==> config.mk <==
export PLATFORM = sky130hd
export DESIGN_NAME = sport_regs
export DESIGN_NICKNAME = d
export VERILOG_FILES = /design/src/rtl/sport_pkg.sv /design/src/rtl/sport_fifo.sv /design/src/rtl/sport_stat.sv /design/src/rtl/sport_regs.sv
export SDC_FILE = /design/constraint.sdc
export NUM_CORES = 1
export LEC_CHECK = 0
export ABC_CLOCK_PERIOD_IN_PS = 8300
export BUFFER_PORTS_ARGS = -buffer_cell sky130_fd_sc_hd__buf_4
export CAP_MARGIN = 30
export CORE_MARGIN = 2
export CORE_UTILIZATION = 30
export CTS_CLUSTER_DIAMETER = 80
export DETAILED_ROUTE_END_ITERATION = 8
export PLACE_DENSITY_LB_ADDON = 0.08
export SLEW_MARGIN = 20
export SYNTH_ARGS = -nofsm -noshare
export SYNTH_HDL_FRONTEND = slang
export SYNTH_SLANG_ARGS = --single-unit
==> constraint.sdc <==
create_clock -name clk -period 8.3 [get_ports clk]
set_input_delay 2.075 -clock clk [delete_from_list [all_inputs] [get_ports clk]]
set_output_delay 2.075 -clock clk [all_outputs]
set_load 0.02 [all_outputs]
==> src/rtl/sport_pkg.sv <==
package sport_pkg;

    localparam int BUS_W  = 16;
    localparam int BYTE_W = 8;
    localparam int SEL_W  = 3;

    typedef enum logic [SEL_W-1:0] {
        RG_ENABLE = 3'd0,
        RG_DATA   = 3'd1,
        RG_IEN    = 3'd2,
        RG_LCTL   = 3'd3,
        RG_MCTL   = 3'd4,
        RG_LSTAT  = 3'd5,
        RG_XCTL   = 3'd6,
        RG_DIV    = 3'd7
    } reg_sel_e;

    typedef struct packed {
        logic latch;
        logic brk;
        logic eight;
    } lctl_t;

    typedef struct packed {
        logic [5:0] flow;
        logic       tx_en;
        logic       rx_en;
    } xctl_t;

    typedef struct packed {
        logic tx_done;
        logic tx_room;
        logic ovr;
        logic rx_ready;
    } lstat_t;

    localparam xctl_t XCTL_RESET = '{flow: 6'd0, tx_en: 1'b1, rx_en: 1'b1};

    function automatic logic [BUS_W-1:0] pack_lstat(lstat_t s);
        return {9'd0, s.tx_done, s.tx_room, 3'd0, s.ovr, s.rx_ready};
    endfunction

    function automatic logic [BUS_W-1:0] pack_lctl(lctl_t c);
        return {8'd0, c.latch, c.brk, 5'd0, c.eight};
    endfunction

endpackage

==> src/rtl/sport_fifo.sv <==
module sport_fifo #(
    parameter int W     = 8,
    parameter int DEPTH = 8,
    localparam int AW   = (DEPTH > 1) ? $clog2(DEPTH) : 1,
    localparam int CW   = $clog2(DEPTH + 1)
) (
    input  logic          clk,
    input  logic          rst,
    input  logic          push,
    input  logic [W-1:0]  din,
    input  logic          pop,
    output logic [W-1:0]  dout,
    output logic          empty,
    output logic          full,
    output logic [CW-1:0] count
);

    logic [W-1:0]  mem [DEPTH];
    logic [AW-1:0] wp, rp;
    logic [CW-1:0] cnt;
    logic          do_push, do_pop;

    assign empty   = (cnt == '0);
    assign full    = (cnt == CW'(DEPTH));
    assign do_push = push && !full;
    assign do_pop  = pop && !empty;
    assign dout    = mem[rp];
    assign count   = cnt;

    function automatic logic [AW-1:0] step(logic [AW-1:0] p);
        return (p == AW'(DEPTH - 1)) ? '0 : p + 1'b1;
    endfunction

    always_ff @(posedge clk) begin
        if (do_push) mem[wp] <= din;
    end

    always_ff @(posedge clk) begin
        if (rst) begin
            wp  <= '0;
            rp  <= '0;
            cnt <= '0;
        end else begin
            if (do_push) wp <= step(wp);
            if (do_pop)  rp <= step(rp);
            case ({do_push, do_pop})
                2'b10:   cnt <= cnt + 1'b1;
                2'b01:   cnt <= cnt - 1'b1;
                default: cnt <= cnt;
            endcase
        end
    end

    // a push into a full queue without a pop leaves it full and unchanged
    a_r4_full_push_dropped: assert property (@(posedge clk) disable iff (rst)
        (full && push && !pop) |=> (count == CW'(DEPTH)));

    // an accepted push alone grows the occupancy by one
    a_r4_push_counts: assert property (@(posedge clk) disable iff (rst)
        (!full && push && !pop) |=> (count == $past(count) + 1'b1));

    // a pop of an empty queue leaves it empty
    a_r5_empty_pop_idle: assert property (@(posedge clk) disable iff (rst)
        (empty && pop && !push) |=> empty);

endmodule

==> src/rtl/sport_stat.sv <==
module sport_stat
    import sport_pkg::*;
(
    input  logic       clk,
    input  logic       rst,
    input  logic       mod_en,
    input  logic [1:0] ien,
    input  logic       ovr_set,
    input  logic       ovr_clr,
    input  logic       rx_nonempty,
    input  logic       tx_full,
    input  logic       tx_empty,
    input  logic       tx_idle,
    output lstat_t     stat,
    output logic       irq
);

    logic ovr;

    always_ff @(posedge clk) begin
        if (rst)          ovr <= 1'b0;
        else if (ovr_set) ovr <= 1'b1;
        else if (ovr_clr) ovr <= 1'b0;
    end

    always_comb begin
        stat.rx_ready = rx_nonempty;
        stat.ovr      = ovr;
        stat.tx_room  = !tx_full;
        stat.tx_done  = tx_empty && tx_idle;
    end

    assign irq = mod_en && ((ien[1] && tx_empty) || (ien[0] && rx_nonempty));

    // a set event always shows up in the flag one cycle later, even against a clearing read
    a_r7_set_wins: assert property (@(posedge clk) disable iff (rst)
        ovr_set |=> stat.ovr);

    // a clearing read with no new event leaves the flag low
    a_r7_clear_on_read: assert property (@(posedge clk) disable iff (rst)
        (ovr_clr && !ovr_set) |=> !stat.ovr);

    // no interrupt while the module is off
    a_r9_irq_needs_on: assert property (@(posedge clk) disable iff (rst)
        irq |-> mod_en);

endmodule

==> src/rtl/sport_regs.sv <==
module sport_regs
    import sport_pkg::*;
#(
    parameter int FIFO_DEPTH = 8,
    localparam int CNT_W     = $clog2(FIFO_DEPTH + 1)
) (
    input  logic              clk,
    input  logic              rst,
    input  logic [SEL_W-1:0]  bus_addr,
    input  logic              bus_wr,
    input  logic              bus_rd,
    input  logic [BUS_W-1:0]  bus_wdata,
    output logic [BUS_W-1:0]  bus_rdata,
    input  logic              rx_valid,
    input  logic [BYTE_W-1:0] rx_data,
    input  logic              rx_overrun,
    input  logic              tx_idle,
    input  logic              tx_take,
    output logic              tx_valid,
    output logic [BYTE_W-1:0] tx_data,
    output logic [BUS_W-1:0]  cfg_divisor,
    output logic              cfg_eight_bit,
    output logic              cfg_break,
    output logic              cfg_rts,
    output logic [5:0]        cfg_flow,
    output logic              irq
);

    reg_sel_e          sel;
    logic              mod_en;
    logic [1:0]        ien;
    lctl_t             lctl;
    logic              rts;
    xctl_t             xctl;
    logic [BUS_W-1:0]  div;
    lstat_t            stat;

    logic              open_sel, wr_go, rd_go;
    logic              rx_active, rx_push, rx_pop, tx_push, tx_pop;
    logic              rx_empty, rx_full, tx_empty, tx_full;
    logic [BYTE_W-1:0] rx_head;
    logic [CNT_W-1:0]  rx_cnt, tx_cnt;

    assign sel      = reg_sel_e'(bus_addr);
    assign open_sel = mod_en || (sel == RG_ENABLE);
    assign wr_go    = bus_wr && open_sel;
    assign rd_go    = bus_rd && open_sel;

    assign rx_active = mod_en && xctl.rx_en;
    assign rx_push   = rx_valid && rx_active;
    assign rx_pop    = rd_go && (sel == RG_DATA) && !lctl.latch;
    assign tx_push   = wr_go && (sel == RG_DATA) && !lctl.latch;
    assign tx_valid  = mod_en && xctl.tx_en && !tx_empty;
    assign tx_pop    = tx_take && tx_valid;

    always_ff @(posedge clk) begin
        if (rst) begin
            mod_en <= 1'b0;
            ien    <= '0;
            lctl   <= '0;
            rts    <= 1'b0;
            xctl   <= XCTL_RESET;
            div    <= '0;
        end else if (wr_go) begin
            unique case (sel)
                RG_ENABLE: mod_en <= bus_wdata[0];
                RG_DATA:   if (lctl.latch) div[BYTE_W-1:0] <= bus_wdata[BYTE_W-1:0];
                RG_IEN:    ien <= bus_wdata[1:0];
                RG_LCTL:   lctl <= '{latch: bus_wdata[7], brk: bus_wdata[6], eight: bus_wdata[0]};
                RG_MCTL:   rts <= bus_wdata[1];
                RG_XCTL:   xctl <= xctl_t'(bus_wdata[7:0]);
                RG_DIV:    div <= bus_wdata;
                default:   ;
            endcase
        end
    end

    sport_fifo #(.W(BYTE_W), .DEPTH(FIFO_DEPTH)) u_txq (
        .clk(clk), .rst(rst),
        .push(tx_push), .din(bus_wdata[BYTE_W-1:0]),
        .pop(tx_pop), .dout(tx_data),
        .empty(tx_empty), .full(tx_full), .count(tx_cnt)
    );

    sport_fifo #(.W(BYTE_W), .DEPTH(FIFO_DEPTH)) u_rxq (
        .clk(clk), .rst(rst),
        .push(rx_push), .din(rx_data),
        .pop(rx_pop), .dout(rx_head),
        .empty(rx_empty), .full(rx_full), .count(rx_cnt)
    );

    sport_stat u_stat (
        .clk(clk), .rst(rst),
        .mod_en(mod_en), .ien(ien),
        .ovr_set(rx_active && (rx_overrun || (rx_valid && rx_full))),
        .ovr_clr(rd_go && (sel == RG_LSTAT)),
        .rx_nonempty(!rx_empty), .tx_full(tx_full), .tx_empty(tx_empty),
        .tx_idle(tx_idle), .stat(stat), .irq(irq)
    );

    always_comb begin
        bus_rdata = '0;
        if (rd_go) begin
            unique case (sel)
                RG_ENABLE: bus_rdata = {{(BUS_W-1){1'b0}}, mod_en};
                RG_DATA:   bus_rdata = lctl.latch ? {8'd0, div[BYTE_W-1:0]}
                                     : (rx_empty ? '0 : {8'd0, rx_head});
                RG_IEN:    bus_rdata = {14'd0, ien};
                RG_LCTL:   bus_rdata = pack_lctl(lctl);
                RG_MCTL:   bus_rdata = {14'd0, rts, 1'b0};
                RG_LSTAT:  bus_rdata = pack_lstat(stat);
                RG_XCTL:   bus_rdata = {8'd0, xctl};
                RG_DIV:    bus_rdata = div;
                default:   bus_rdata = '0;
            endcase
        end
    end

    assign cfg_divisor   = div;
    assign cfg_eight_bit = lctl.eight;
    assign cfg_break     = lctl.brk;
    assign cfg_rts       = rts;
    assign cfg_flow      = xctl.flow;

    // with the module off, bus writes to the gated registers leave them as they were
    a_r1_locked_regs: assert property (@(posedge clk) disable iff (rst)
        (!mod_en && bus_wr && (bus_addr != 3'd0))
        |=> ($stable(ien) && $stable(lctl) && $stable(div) && $stable(xctl) && $stable(rts)));

    // a data read through the divisor window leaves the receive queue untouched
    a_r3_window_keeps_rxq: assert property (@(posedge clk) disable iff (rst)
        (rd_go && sel == RG_DATA && lctl.latch && !rx_push) |=> $stable(rx_cnt));

    // a received byte with the receiver off never enters the queue
    a_r10_rx_gate: assert property (@(posedge clk) disable iff (rst)
        (!rx_active && !rx_pop) |=> $stable(rx_cnt));

endmodule

**After elaboration in Yosys (flattened, before gate mapping)**

Memories as Yosys holds them, arrays and structs flattened. A register that Yosys moved wholly into a read port is not among the register bits.
Cells that the tools add are included.

- $add $sub $neg: 8
- Muxes and demuxes: 22
- Equal/unequal tests: 18
- Reduce and logical (&&, ||, !) cells: 44

Operator list:

| operator | count |
|---|---|
| $pmux 16 s8 | 1 |
| $eq 3x3->1 const B | 8 |
| $mux 3 | 8 |
| $mux 8 | 3 |
| $logic_and 1x1->1 | 22 |
| $mux 16 | 1 |
| $pmux 4 s2 | 2 |
| $pmux 8 s2 | 1 |
| $add 3x1->3 const B | 4 |
| $reduce_and 2->1 | 6 |
| $add 4x1->4 const B | 2 |
| $eq 4x4->1 const B | 2 |
| $logic_not 4->1 | 2 |
| $reduce_bool 2->1 | 4 |
| $sub 4x1->4 const B | 2 |
| $eq 3x2->1 const B | 2 |
| $mux 1 | 6 |
| $logic_not 1->1 | 5 |
| $eq 2x1->1 const B | 2 |
| $eq 2x2->1 const B | 2 |
| $eq 3x1->1 const B | 1 |
| $logic_not 3->1 | 1 |
| $logic_or 1x1->1 | 3 |
| $reduce_and 3->1 | 1 |
| $ne 2x2->1 const B | 1 |

- Bits in writable memories: 128
- Memories: 2
- Bits in registers: 52
- Input port bits: 35
- Output and inout port bits: 51

Memory list:

| memory | words | width | read ports | clocked after memory_dff | wr ports | RTL line | text |
|---|---|---|---|---|---|---|---|
| u_rxq.mem | 8 | 8 | 1 | 1 | 1 | sport_fifo.sv:18 | `logic [W-1:0] mem [DEPTH];` |
| u_txq.mem | 8 | 8 | 1 | 1 | 1 | sport_fifo.sv:18 |  |

**Depth between registers and ports, before layout**

Gate-level depths: netlist (run 1).

- Depth in word-level cells: 8
- Depth in mapped cells: 12
- Gate-level depth less buffers: 10

**Cells and area by module**

A second synthesis (run 1) with hierarchy kept.

- Cells, all modules: 545
- Area, all modules: 7,945.1 um^2

By module, submodules not included:

| module | times used | cells an instance | area each (um^2) | seq. area each (um^2) |
|---|---|---|---|---|
| sport_fifo | 2 | 172 | 3,110.5 | 2,182.1 |
| sport_regs | 1 | 191 | 1,646.6 | 620.6 |
| sport_stat | 1 | 10 | 77.6 | 20.0 |

**Worst setup path before layout (run 1)**

Ideal clock, no wire load.

- Path kind: input port to output port
- From: in bus_addr[2]
- To: out bus_rdata[7]
- Slack: 2.819 ns
- Arrival time: 3.406 ns
- Path buffers: 2
- Required time: 6.225 ns
- Stages: 6
- Cells stage by stage: buf_2 buf_2 or3b_1 a311oi_1 nand4_1 a31oi_1

- Word-level cells in the longest chain between the ends: 4
- Elaborated cells on any way between the ends: 12

RTL lines:

| item | RTL line | text |
|---|---|---|
| start, declared | sport_regs.sv:9 | `input logic [SEL_W-1:0] bus_addr,` |
| branches (longest 3 deep; another with $pmux 16 s8) | n/a |  |
| $mux 16 (*) | sport_regs.sv:103 | `if (rd_go) begin` |
| end, declared | sport_regs.sv:13 | `output logic [BUS_W-1:0] bus_rdata,` |

Mark *: on every way between the ends.

**Worst setup path after layout (run 1)**

- From: in bus_addr[1]
- To: out bus_rdata[5]

The elaborated chain is that of the path after synthesis.

==> results of run 1 <==
## power groups by stage
stage | Sequential (uW) | Combinational (uW) | Clock, uW
floorplan | 1010 | 17.9 | 0
global placement | 1010 | 43.3 | 0
detailed placement | 1010 | 44.8 | 0
CTS | 990 | 44.8 | 815
global route | 990 | 48.8 | 851
finish | 990 | 43.8 | 791
## layout make-up
class	instances	area (um2)
Inverter	7	26.3
Fill cell	2517	16500
Clock buffer	17	425
Multi-Input combinational cell	317	2750
Clock inverter	15	151
Sequential cell	186	5000
Timing Repair Buffer	97	743
Tap cell	335	419
## cells in the final DEF (no fill, tap or decap), types with 3 or more instances in the layout
cell type,count
a21oi_1,18
a221oi_1,3
a22oi_1,4
and2_1,10
buf_4,93
buf_6,4
clkbuf_16,17
clkinv_8,3
clkinvlp_4,3
dfxtp_1,58
edfxtp_1,128
ha_1,14
inv_1,6
inv_6,6
mux2_2,12
mux2i_1,44
mux4_2,30
nand2_1,22
nand2b_1,7
nand3_1,5
nand3b_1,7
nor2_1,50
nor2b_1,10
nor3_1,4
nor3_2,6
nor3b_1,4
nor3b_2,3
o21ai_0,12
o22ai_1,5
or3_1,6
xor2_1,6
## metrics by stage
step / util (%) / area (um2) / total power [uW] / std cells / hold WS (ns)
after floorplan: - / 7940 / 1030 / 543 / 0.449
after global placement: 34.1 / 8860 / 1050 / 933 / 0.470
after detailed placement: 34.4 / 8930 / 1060 / 940 / 0.483
after CTS: 36.6 / 9510 / 1850 / 972 / 0.500
after global routing: 36.6 / 9520 / 1890 / 974 / 0.530
final: 36.6 / 9520 / 1830 / 974 / 0.493
## cells by family after synthesis
family | synth area share (%)
flops | 63.0
compound gates | 4.76
fa+ha+maj | 2.21
buf+inv | 2.79
mux | 15.8
simple gates | 10.8
xor+xnor | 0.662
## worst max path at each step
stage | start | to | slack, ns | cells after the start
after floorplan | bus_addr[2] | bus_rdata[7] | 2.82 | 6
after global placement | bus_addr[1] | bus_rdata[5] | 2.50 | 5
after detailed placement | bus_addr[1] | bus_rdata[5] | 2.46 | 5
after CTS | bus_addr[1] | bus_rdata[5] | 2.45 | 5
after global routing | bus_addr[1] | bus_rdata[5] | 2.32 | 5
final | bus_addr[1] | bus_rdata[5] | 2.50 | 5
## per-layer routing
metal  share of wire [%]  global-route usage, %  vias to the layer above
met3                 2.5                   2.97                       15
met5                   0                      0                        -
met4                 1.5                   4.54                        0
li1                    -                      -                     2224
met1                  42                   16.3                     2374
met2                  54                   25.4                       58
## worst max-delay path: stages
cell      delay [ns]
buf_4           0.18
nor4b_4         0.31
nand4_1         0.46
o211ai_1        0.49
buf_4           0.21
## flip-flops by register name, summed over array words and instances (netlist names), named ones only
register       cells
u_rxq.mem         64
u_txq.mem         64
cfg_divisor       16
cfg_flow           6
u_rxq.count        4
u_txq.count        4
u_rxq.rp           3
u_rxq.wp           3
u_txq.rp           3
u_txq.wp           3
ien                2
xctl               2
cfg_break          1
cfg_eight_bit      1
cfg_rts            1
lctl               1
mod_en             1
u_stat.ovr         1
==> impl.org, run 1 <==
** Run status
- The run finished with clean final reports.

** Yosys
- Leading cell types by total area after synthesis :: edfxtp_1 (48%), dfxtp_1 (15%), mux4_2 (8.5%)
- Synthesis handed over a netlist of ~540 instances.
- Register area share after synthesis :: 63.0%
- Post-synth EDFFs :: 128
- Flops & latches, synth :: 186
- Of all flip-flops after synthesis, the portion carrying an async set or reset was 0%.
- Yosys warning total :: 0
- Counting distinct cell types in the post-synthesis netlist gives 60.
- Net count of the mapped netlist :: ~590
- The most used flip-flop cell after synthesis is edfxtp_1.
- Each instance of the synthesized netlist takes up on average roughly 15 um2.
- Summed over its instances, the top area cell type makes up between 40% and 50% of the synthesized netlist area.
- The synthesized netlist occupies a cell area of roughly 7900 um2.
- Most repeated cell in the gate-level netlist after synthesis :: edfxtp_1
- Post-synth top cells :: edfxtp_1 (128), dfxtp_1 (58), nor2_1 (50)
- Post-synthesis cell type with the largest combined area :: edfxtp_1

** STA
- For the pin with the worst max-slew slack, the measured transition is around 0.97 ns.
- Count of final max-slew check failures :: 0
- Max frequency :: 172 MHz
- The clock period could shrink to 5.80 ns.
- Across the routed clock network, the largest skew measured is 0.0135 ns.
- Period utilization :: 69.9%
- Hold Fails Final Rpt :: 0
- Max transition margin :: 35.2%
- Once routing completed, OpenROAD measured the worst setup slack at between 2 and 2.5 ns.
- Setup violations remaining at the end of the flow were counted as 0.
- Total Negative Setup Slacks :: 0 ns
- Unrepaired setup endpoints after global routing :: false

** Die
- During I/O placement, the number of pins put on the boundary was 86.
- Die area :: 27800 um2
- Die height :: 167 um
- Number of placement rows :: 59
- Floorplan die width :: 167 um
- For this configuration, the core starts out at a cell density of ~31%.
- Core Region :: 26000 um2

** Pwr
- Cell internal power was estimated by the tool at 1410 uW.
- Leakage power figure :: 0.00332 uW
- Summed over all nets, the switching power comes to 419 uW.
- For this design the ratio of total power to cell area is roughly 190 nW/um2.
- Fraction of power consumed by combinational cells :: 2.4%
- The worst-case IR drop observed on VDD is 0.000106 V.
- Of the total power, registers draw 54.2%.
- Switching fraction of total power :: a little under a quarter
- The share of total power dissipated in the clock network is 43.4%.

** Global route
- Antenna violations before repair :: 0
- The number of global-route vias before repair was 4818.
- Largest net degree at the start of global routing :: 55
- The total overflow left after global routing is 0.
- Global-route wire length before repair :: 28900 um
- Overall routing resource usage :: 13.9%

** Route
- DR vias :: 4671
- In the final routed layout, each cell accounts on average for slightly below 20 um.
- For this block, the initial DRC count from the detailed router was just under 200.
- Routed vias/inst :: 4.80
- Once detail routing completed, the nets flagged for antenna violations numbered 0.
- The first TritonRoute pass finished after 4 iterations.
- Total length of routed wires :: 18900 um
- Remaining design rule violation count :: 0

** Setup path
- STA classifies the critical path startpoint as an input pin.
- Across all register-to-register paths, the minimum setup slack is approximately 5.4 ns.
- For the worst flop-to-flop path, the logic depth is 10.
- WS Path Type :: input pin to output pin
- Crit path DAT :: 3.73 ns
- STA puts the critical path data required time at 6.23 ns.
- The worst register-to-register path begins at u_rxq.count[0]$_SDFFE_PP0P_.
- The worst register-to-register path ends at u_rxq.count[2]$_SDFFE_PP0P_.
- STA classifies the critical path endpoint as an output pin.
- Largest fanout on the critical path :: 20

** Clock network
- Buffers inserted to repair hold after CTS numbered 0.
- Maximum buffer depth of the clock tree :: 2
- Counting every sink on the clock net gives 186.
- TritonCTS built the clock tree.
- Clock Pin Slew Worst Setup and Hold Paths :: 0.07 ns
- CTS buffer count :: 17
- The later pin in the worst-skew pair is clocked with a latency of around 0.43 ns.
- After clock tree synthesis, the repair step resized 0 gates.
- The H-tree was split into 4 levels.
- The cell sitting at the root of the clock tree is a clkbuf_16.
- Postcts setup bufs :: 0

** Cells and area
- Post-layout nets :: about 680
- Relative to the synthesized area, the layout overhead comes to 20.0%.
- Diode count :: 0
- In the final layout, the share of cells above drive strength 1 is 30.4%.

** Worst hold path
- The path with the worst hold slack has its endpoint at u_txq.rp[1]$_SDFFE_PP0N_.
- Counting instances, the worst hold path has a depth of 2.
- Path type of the worst min-delay path :: register to register
- Startpoint of the worst hold path :: u_txq.rp[1]$_SDFFE_PP0N_

** Job
- Max-cap violations in this run came to 0.

** Placed design
- Final weighted congestion in routability-driven placement :: about 0.75
- Port-buffer cells :: 85
- Worst slack at placement :: around 2.5 ns
- Placed wire-length estimate after detailed placement :: 13200 um
No activity file was read; power rests on OpenSTA's default activity.
==> run 2, diff against run 1 <==
- ABC_AREA: unset -> 1
- ABC_CLOCK_PERIOD_IN_PS: 8300 -> 5300
- clock period: 8.3 -> 5.3 ns (I/O delays scaled with it)
==> impl.org, run 2 <==
** Global route
- Entering global routing, the biggest net connects 34 pins.
- For this run the aggregate overflow at the end of global routing stands at 0.
- In this run the most used layer during global routing was met2.
- For met2 alone, demand over resource in global routing was approximately 26%.
- The number of antenna violations at the first check in global routing is 0.
- Global-route wire length before repair :: 33400 um
- Via count of the first global-routing pass :: 5646
- For this run, global-route usage on met1 was measured as 21.4%.
- Global routing met3 resource utilization :: 2.75%
- Overall routing resource usage :: 15.7%

** STA
- Setup repair after global routing left no endpoint under its margin.
- Worst clock skew :: 0.0129 ns
- Worst hold margin :: 0.470 ns
- Measured against its own limit, the worst slew margin works out to between 30% and 40%.
- Setup total negative slack on the finished layout was measured at 0 ns.
- For the pin with the worst max-slew slack, the measured transition is 0.983 ns.
- Shortest clock period the worst path allows after layout :: 4.26 ns
- Setup violations remaining at the end of the flow were counted as 0.
- For this run, the top clock speed supported by timing is 235 MHz.
- Period utilization :: 80.4%
- The count of final max-slew check failures came to 0.
- The final hold violation count is 0.

** Clock network
- Total number of clock tree sinks :: about 190
- The tree is rooted in a clkbuf_16.
- Number of buffers added to fix hold violations after cts :: 0
- Clock tree from TritonCTS :: built
- Maximum buffer depth of the clock tree :: 2
- Once the clock tree was built, the resizer swapped 0 gates to a different size.
- Clock Pin Slew Worst Setup and Hold Paths :: 0.08 ns
- Post-CTS timing repair inserted 0 buffers for setup.
- Insertion delay to the later sink of the worst-skew pair :: around 0.44 ns
- Counting the buffers created by CTS gives 17.
- H-tree depth :: 4

** Pwr
- Power density over cell area :: 302 nW/um2
- Final Power :: just under 3000 uW
- IR analysis of the VDD net gives a maximum drop of 0.000135 V.
- For this design the static power due to leakage is 0.00383 uW.

** Setup path
- Largest fanout on the critical path :: 17
- Crit-path max cell delay :: about 0.47 ns
- The setup check on the worst reg-to-reg path leaves a slack of between 2 and 3 ns.
- The signal on the critical path passes through buf_4 -> inv_1 -> nand3_1 -> nand2_1 -> nand2_1 -> a21oi_1 -> buf_4.
- Category of the worst setup path launch point :: input pin
- Critical-path top delay cell :: a21oi_1
- At the worst endpoint, the arrival time is 2.94 ns.
- The critical path is of the input pin to output pin type.
- At the worst endpoint, the required time is 3.97 ns.
- Kind of end point of the critical path :: output pin

** Yosys
- Post-synthesis cell type with the largest combined area :: edfxtp_1
- nand2_1 is the most common cell in the netlist.
- Async set or reset register ratio after synthesis :: 0%
- Ys flop type :: edfxtp_1
- Of the post-synthesis cell area, the dominant cell type holds 47.7%.
- Synthesized instance count :: 834
- Post-Syn Area per Cell :: 9.66 um2
- Counting flops with a built-in enable in the synthesized netlist gives 128.
- Net count of the mapped netlist :: a little under 900
- The synthesized netlist contains 34 unique library cells.
- Post-synth top cells :: nand2_1 (164), edfxtp_1 (128), nor2_1 (117)
- Yosys warning total :: 0
- Sequential elements use 62.1% of the synthesized area.
- The mapped netlist covers 8060 um2.
- Sorting the synthesized cells by area gives the leading types as edfxtp_1 (48%), dfxtp_1 (14%), nand2_1 (7.6%).
- In this run, synthesis produced a sequential element count of 186.

** Die
- After floorplanning, the core was divided into 59 placement rows.
- Io pins :: 86
- Once the floorplan was initialized, standard cells occupied 30.8% of the core.
- Core Region :: 26200 um2
- Measured along the x axis, the die boundary spans around 170 um.
- Die height :: 168 um
- The die covers 28200 um2.

** Worst hold path
- Path type of the worst min-delay path :: register to register

** Cells and area
- Most common cell after layout, fill and taps aside :: nand2_1
- The net count of the finished layout is 965.
- 0 antenna diodes ended up in the layout.
- Commonest cells after routing, fill and taps aside :: nand2_1 (164), edfxtp_1 (128), nor2_1 (117), buf_4 (95), inv_1 (67)
- Layout cell share with drive strength beyond 1 :: 16.5%
- Relative to the synthesized area, the layout overhead comes to 20.5%.
- Measured on the finished design, the core utilization comes to 37.0%.
- The layout has 2670 filler cells.

** Route
- Iteration-0 DRC Markers :: 331
- The count of nets left with antenna violations once routing finished came out at 0.
- The first detailed-routing pass ran for 5 iterations.
- Remaining design rule violation count :: 0
- The final layout contains routed wiring with a total length of between 20000 and 25000 um.
- DR vias :: 5922
- Detailed-route wire length per cell :: 17.1 um
- Routed vias/inst :: 4.69

** Placed design
- At the end of routability-driven placement, the weighted congestion stood at just over 0.8.
- Port-buffer cells :: 85
- Once detailed placement completed, the half-perimeter wirelength came to 15100 um.

** Job
- Max-cap violations in this run came to 0.

** Run status
- Status :: finished, final reports clean
[run 2: cell count changes in the layout (fill, tap and decap cells not counted), moves of 8 or more]
cell     before  now
nand2_1      22  164
and2_1       10    0
mux4_2       30    0
nor2b_1      10    0
nor3_1        4   12
nor2_1       50  117
o21ai_0      12   58
mux2i_1      44    0
mux2_2       12    0
o32ai_1       0   16
a21oi_1      18   51
inv_1         6   67
nand3_1       5   65
[run 2: final cells by class]
| cell class | count | area (um2) | area share, % |
|---|---|---|---|
| inverters | 75 | 285 | 2.94 |
| clock buffers | 18 | 429 | 4.42 |
| clock inverters | 14 | 158 | 1.62 |
| repair buffers | 99 | 795 | 8.18 |
| multi-input cells | 537 | 2620 | 27.0 |
| flip-flops and latches | 186 | 5000 | 51.5 |
| well taps | 335 | 419 | 4.32 |
[run 2: critical path, delay by kind of cell]
| kind | cells | cell delay [ns] |
|---|---|---|
| compound gates | 1 | 0.47 |
| buf+inv | 3 | 0.48 |
| simple gates | 3 | 0.67 |
[run 2: worst paths after layout]
| path | from | end | depth (start not counted) |
|---|---|---|---|
| worst max-delay path | bus_addr[1] | bus_rdata[4] | 7 |
| worst min-delay path | cfg_divisor[14]$_SDFFE_PP0P_ | cfg_divisor[14]$_SDFFE_PP0P_ | 2 |
| worst max register to register | mod_en$_SDFFE_PP0P_ | u_rxq.count[2]$_SDFFE_PP0P_ | 11 |
| worst min register to register | cfg_divisor[14]$_SDFFE_PP0P_ | cfg_divisor[14]$_SDFFE_PP0P_ | 2 |
[run 2: layer usage]
metal	up-vias	wire, um	part of all wire, %
met5	-	0	0
met4	0	142	0.66
met3	13	565	2.6
met2	87	10200	47
met1	2814	10700	49
li1	3008	-	-
[run 2: kinds of logic after synthesis]
kind of cell,count (synthesis),synth area share [%]
adders and majority gates,14,2.17
AOI/OAI and AO/OA,136,9.44
DFF,186,62.1
xor gates and xnor gates,6,0.652
and+or+nand+nor,381,20.0
buffers and inverters,111,5.65
[run 2: power breakdown]
| part | leakage (uW) | switching, uW | internal (uW) |
|---|---|---|---|
| sequential | 0.00162 | 5.67 | 1550 |
| clock | 0.000278 | 634 | 632 |
| combinational | 0.00193 | 70.9 | 35.1 |
| total | 0.00383 | 710 | 2220 |
[run 2: stage by stage]
stage / std cells / worst slack (ns) / cell area [um2]
after detailed placement: 1231 / 0.984 / 9110
after CTS: 1263 / 0.972 / 9700
after global placement: 1222 / 1.04 / 9000
after global routing: 1264 / 0.868 / 9710
final: 1264 / 1.04 / 9710
after floorplan: 834 / 1.56 / 8060
